## src/rtl/tree_test_pkg.sv

```systemverilog
package tree_test_pkg;

    typedef enum logic [1:0] {
        ST_HOLD   = 2'd0,
        ST_NORMAL = 2'd1,
        ST_NAND   = 2'd2,
        ST_XNOR   = 2'd3
    } tt_state_e;

    localparam int          MODE_W         = 3;
    localparam logic [2:0]  TREE_MODE_CODE = 3'b111;

    typedef struct packed {
        logic [MODE_W-1:0] mode;
        logic              tck;
        logic              ti;
        logic              texec;
    } strap_s;

    function automatic tt_state_e decode_straps(input strap_s s);
        tt_state_e r;
        r = ST_NORMAL;
        if (s.mode == TREE_MODE_CODE && !s.tck) begin
            if (!s.ti && s.texec)
                r = ST_NAND;
            else if (s.ti && !s.texec)
                r = ST_XNOR;
        end
        return r;
    endfunction

endpackage

```

## src/rtl/tree_mode_fsm.sv

```systemverilog
module tree_mode_fsm
    import tree_test_pkg::*;
(
    input  logic      clk,
    input  logic      rst_n,
    input  strap_s    straps,
    output tt_state_e state_q,
    output logic      tree_en,
    output logic      xnor_sel
);
    tt_state_e state_d;

    // next-state selection
    always_comb begin
        state_d = state_q;
        unique case (state_q)
            ST_HOLD:   state_d = decode_straps(straps);
            ST_NORMAL: state_d = ST_NORMAL;
            ST_NAND:   state_d = ST_NAND;
            ST_XNOR:   state_d = ST_XNOR;
            default:   state_d = ST_HOLD;
        endcase
    end

    // state register
    always_ff @(posedge clk or negedge rst_n) begin
        if (!rst_n)
            state_q <= ST_HOLD;
        else
            state_q <= state_d;
    end

    // outputs
    always_comb begin
        tree_en  = 1'b0;
        xnor_sel = 1'b0;
        unique case (state_q)
            ST_HOLD:   ;
            ST_NORMAL: ;
            ST_NAND:   tree_en = 1'b1;
            ST_XNOR: begin
                tree_en  = 1'b1;
                xnor_sel = 1'b1;
            end
            default:   ;
        endcase
    end

endmodule

```

## src/rtl/tree_chain.sv

```systemverilog
module tree_chain #(
    parameter int LEN = 8
) (
    input  logic           chain_in,
    input  logic [LEN-1:0] pads,
    input  logic           xnor_sel,
    output logic           chain_out
);
    localparam int NODES = LEN + 1;

    logic [NODES-1:0] node;

    assign node[0] = chain_in;

    for (genvar k = 0; k < LEN; k++) begin : g_elem
        logic nand_v;
        logic xnor_v;
        assign nand_v      = ~(node[k] & pads[k]);
        assign xnor_v      = ~(node[k] ^ pads[k]);
        assign node[k+1]   = xnor_sel ? xnor_v : nand_v;
    end

    assign chain_out = node[NODES-1];

endmodule

```

## src/rtl/tree_pin_gate.sv

```systemverilog
module tree_pin_gate #(
    parameter int OE_WIDTH = 16
) (
    input  logic                tree_en,
    input  logic [OE_WIDTH-1:0] func_oe,
    input  logic                func_int,
    input  logic                func_tout,
    input  logic                ch1_res,
    input  logic                ch2_res,
    output logic [OE_WIDTH-1:0] pad_oe,
    output logic                int_out,
    output logic                tout_out
);
    always_comb begin
        if (tree_en) begin
            pad_oe   = '0;
            int_out  = ch1_res;
            tout_out = ch2_res;
        end else begin
            pad_oe   = func_oe;
            int_out  = func_int;
            tout_out = func_tout;
        end
    end

endmodule

```

## src/rtl/tree_test_ctrl.sv

```systemverilog
module tree_test_ctrl
    import tree_test_pkg::*;
#(
    parameter int CH1_LEN  = 8,
    parameter int CH2_LEN  = 8,
    parameter int OE_WIDTH = 16
) (
    input  logic                clk,
    input  logic                rst_n,
    input  logic [2:0]          mode_strap,
    input  logic                tck_strap,
    input  logic                ti_strap,
    input  logic                texec_strap,
    input  logic                ch1_in,
    input  logic                ch2_in,
    input  logic [CH1_LEN-1:0]  ch1_pads,
    input  logic [CH2_LEN-1:0]  ch2_pads,
    input  logic [OE_WIDTH-1:0] func_oe,
    input  logic                func_int,
    input  logic                func_tout,
    output logic [OE_WIDTH-1:0] pad_oe,
    output logic                int_out,
    output logic                tout_out
);
    strap_s    straps;
    tt_state_e state_q;
    logic      tree_en;
    logic      xnor_sel;
    logic      ch1_res;
    logic      ch2_res;

    assign straps = '{mode: mode_strap, tck: tck_strap, ti: ti_strap, texec: texec_strap};

    tree_mode_fsm u_fsm (
        .clk      (clk),
        .rst_n    (rst_n),
        .straps   (straps),
        .state_q  (state_q),
        .tree_en  (tree_en),
        .xnor_sel (xnor_sel)
    );

    tree_chain #(.LEN(CH1_LEN)) u_chain1 (
        .chain_in  (ch1_in),
        .pads      (ch1_pads),
        .xnor_sel  (xnor_sel),
        .chain_out (ch1_res)
    );

    tree_chain #(.LEN(CH2_LEN)) u_chain2 (
        .chain_in  (ch2_in),
        .pads      (ch2_pads),
        .xnor_sel  (xnor_sel),
        .chain_out (ch2_res)
    );

    tree_pin_gate #(.OE_WIDTH(OE_WIDTH)) u_gate (
        .tree_en   (tree_en),
        .func_oe   (func_oe),
        .func_int  (func_int),
        .func_tout (func_tout),
        .ch1_res   (ch1_res),
        .ch2_res   (ch2_res),
        .pad_oe    (pad_oe),
        .int_out   (int_out),
        .tout_out  (tout_out)
    );

endmodule

```

## config.mk

```make
export PLATFORM = sky130hd
export DESIGN_NAME = tree_test_ctrl
export DESIGN_NICKNAME = d
export VERILOG_FILES = /design/src/rtl/tree_test_pkg.sv /design/src/rtl/tree_mode_fsm.sv /design/src/rtl/tree_chain.sv /design/src/rtl/tree_pin_gate.sv /design/src/rtl/tree_test_ctrl.sv
export SDC_FILE = /design/constraint.sdc
export NUM_CORES = 1
export LEC_CHECK = 0
export BUFFER_PORTS_ARGS = -buffer_cell sky130_fd_sc_hd__buf_2
export CORE_ASPECT_RATIO = 0.9
export CORE_UTILIZATION = 38
export CTS_CLUSTER_DIAMETER = 120
export DETAILED_ROUTE_END_ITERATION = 12
export GPL_ROUTABILITY_DRIVEN = 0
export MAX_ROUTING_LAYER = met4
export PLACE_DENSITY = 0.84
export SYNTH_ARGS = -nofsm -noshare
export SYNTH_HDL_FRONTEND = slang
export SYNTH_SLANG_ARGS = --single-unit
```

## constraint.sdc

```tcl
create_clock -name clk -period 10.2 [get_ports clk]
set_input_delay 1.02 -clock clk [delete_from_list [all_inputs] [get_ports clk]]
set_output_delay 1.02 -clock clk [all_outputs]
set_load 0.02 [all_outputs]
```

==> out/qor.yml <==
cp_max_fo: 21
cp_top_family: "adder cells"
timing.final.ws_setup_ns: 4.624
cts_tree: "done"
p_int_mw: 0.03820
pwr_density_cell_mw_per_mm2: 62.72
hold_ws_ns: 0.5731
grt_pass1_vias: 598
reg2reg_from: "u_fsm.state_q[1]$_DFF_PN0_"
dpl_worst_slack_ns: 4.577
synthAdderAreaFrac_pct: 33.73
grt_antenna_before_repair: 0
grt_pass1_wl_um: 2318
drt-total-wl_um: 1553
synth_xor_xnor_area_share_pct: 0
slowest_delay_ns: 0.77
max_freq_ghz: 0.1794
layout_commonest_cell: "buf_2"
antenna_cells: 0
largest_register_ffs: 2
cts_made_buffers: 3
cts.clk_slew.worst_paths_ns: 0.03
maxSlewViolCount: 0
cp_num_cells: 18
irDropWorstVdd_mv: 0.03096
regMostFlops: "u_fsm.state_q"
path_class: "reg -> out"
reg2regPathDepth: 1
p_leak_nw: 0.6454
rsz0062_at_grt: "false"
rows: 13
drt-pass1-iter-count: 6
post-route-min-period_ns: 5.576
cts_max_path_buffers: 2
worstPathRequired_ns: 9.18
pwr-share-seq_pct: 14.3
clock-sinks: 2
wl_per_cell_um: 10.56
fp.dieH_um: 40.65
status: "finished, final reports clean"
grt_use_total_pct: 18.12
nets: 188
worst_r2r_endpoint: "u_fsm.state_q[1]$_DFF_PN0_"
synth-compound-area-share_pct: 2.778
dp_hpwl_um: 1354
synth.avg_cell_area_um2: 9.702
start_kind: "register"
drtAntennaViolNets: 0
start_util_pct: 42.14
vias_per_cell: 4.585
synth_top_family_by_area: "adder cells"
syn_area_um2: 630.6
crit_arrival_ns: 4.56
worst_pin_slew_ns: 0.6866
synth-simple-area-share_pct: 19.25
drv_cap: 0
ys_seq_elements: 2
cp_num_buf_inv: 1
cts_hold_buffers: 0
critPathSlowestCell: "dfrtp_1"
ys_seq_area_share_pct: 7.937
p_clk_share_pct: 29.8
synth_mux_area_share_pct: 28.97
cts_setup_buffers: 0
top_regs: "u_fsm.state_q: 2 flops"
final_cell_mix: "61 x buf_2, 17 x ha_1, 16 x nor2b_1, 16 x mux2i_1"
core_mm2: 0.001496
clock_latency_ns: 0.23
layout-drive-gt1-share_pct: 54.40
end_kind: "output pin"
r2r_slack_ns: 9.12
io_buffers: 61
num_vias: 674
synth_cell_types: 14
area.growth.synth_to_final_pct: 50.79
synthCells: 65
fp.dieArea_mm2: 0.001827
switching_power_mw: 0.02144
setup_viol: 0
drtIter0Drc: 4
syn_nets: 126
finalClockSkew_ns: 0.0002680
die_x_um: 44.94
fin_crit_sh_pct: 54.66
grt_overflow: 0
report.final.hold_viol_count: 0
cts_resized: 0
htreeDepth: 1
swShare_pct: 35.94
relSlewSlack_pct: 54.23
p_comb_share_pct: 55.8
hold_path.class: "in -> async"
cp_cell_sequence: "nand2_4, mux2i_1, ha_1, mux2i_1, ha_1, mux2i_1, ha_1, mux2i_1, ha_1, mux2i_1, ha_1, mux2i_1, ha_1, mux2i_1, ha_1, mux2i_1, mux2_2, buf_2"
grt_max_degree: 22
yosys_warnings: 0
setup_tns_ns: 0
power_mw: 0.05964
crit_top_cell: "mux2i_1"
root_buffer: "clkbuf_4"
route.detailed.drc: 0
ios: 62
==> worst max path at each step <==
stage / startpoint / to
5_1_grt: u_fsm.state_q[1]$_DFF_PN0_ / tout_out
3_5_place_dp: ch1_in / int_out
6_report: u_fsm.state_q[1]$_DFF_PN0_ / int_out
4_1_cts: ch1_in / int_out
2_1_floorplan: ch1_in / int_out
3_3_place_gp: ch2_in / tout_out
==> area by class of cell <==
type	instances	area, um^2
multi-input cells	56	534.3
flip-flops and latches	2	50.05
well taps	22	27.53
clock buffers	3	22.52
inverters	3	11.26
repair buffers	61	305.3
fillers	146	545.5
==> metrics by stage <==
step	std cells	utilization, %	cell area, um^2
finish	147	63.55	950.9
global route	147	63.55	950.9
CTS	147	63.55	950.9
detailed placement	144	62.04	928.4
global placement	144	62.04	928.4
floorplan	65	-	630.6
==> synth_stat cells, drive strengths merged <==
cell | count | area, um^2
ha | 17 | 212.7
dfrtp | 2 | 50.05
mux2 | 2 | 22.52
and3 | 1 | 6.260
nand2 | 1 | 11.26
a32oi | 1 | 8.760
inv | 3 | 11.26
nor2b | 16 | 100.1
a31o | 1 | 8.760
mux2i | 16 | 160.2
buf | 4 | 35.03
nor2 | 1 | 3.750
==> cells by family (layout without fill, tap and decap cells) <==
| group | count (synthesis) | after routing |
|---|---|---|
| DFF | 2 | 2 |
| and+or+nand+nor | 19 | 19 |
| buffers and inverters | 7 | 67 |
| muxes | 18 | 18 |
| adders and majority gates | 17 | 17 |
| AOI/OAI and AO/OA | 2 | 2 |
==> routing by layer <==
layer	global-route usage, %	share of wire, %	vias to the layer above	routed length [um]
li1	-	-	352	-
met1	17.62	39	288	605
met2	35.87	53	32	819
met3	2.643	7.1	2	111
met4	9.091	1.1	0	17
met5	-	0	-	0
==> power by group through the flow <==
stage | combinational (mW) | clock (mW) | sequential (mW)
5_1_grt | 0.0380 | 0.0198 | 0.00858
2_1_floorplan | 0.0196 | 0 | 0.00824
3_5_place_dp | 0.0338 | 0 | 0.00864
6_report | 0.0333 | 0.0178 | 0.00856
3_3_place_gp | 0.0317 | 0 | 0.00860
4_1_cts | 0.0339 | 0.0184 | 0.00855
No activity file was read; power rests on OpenSTA's default activity.
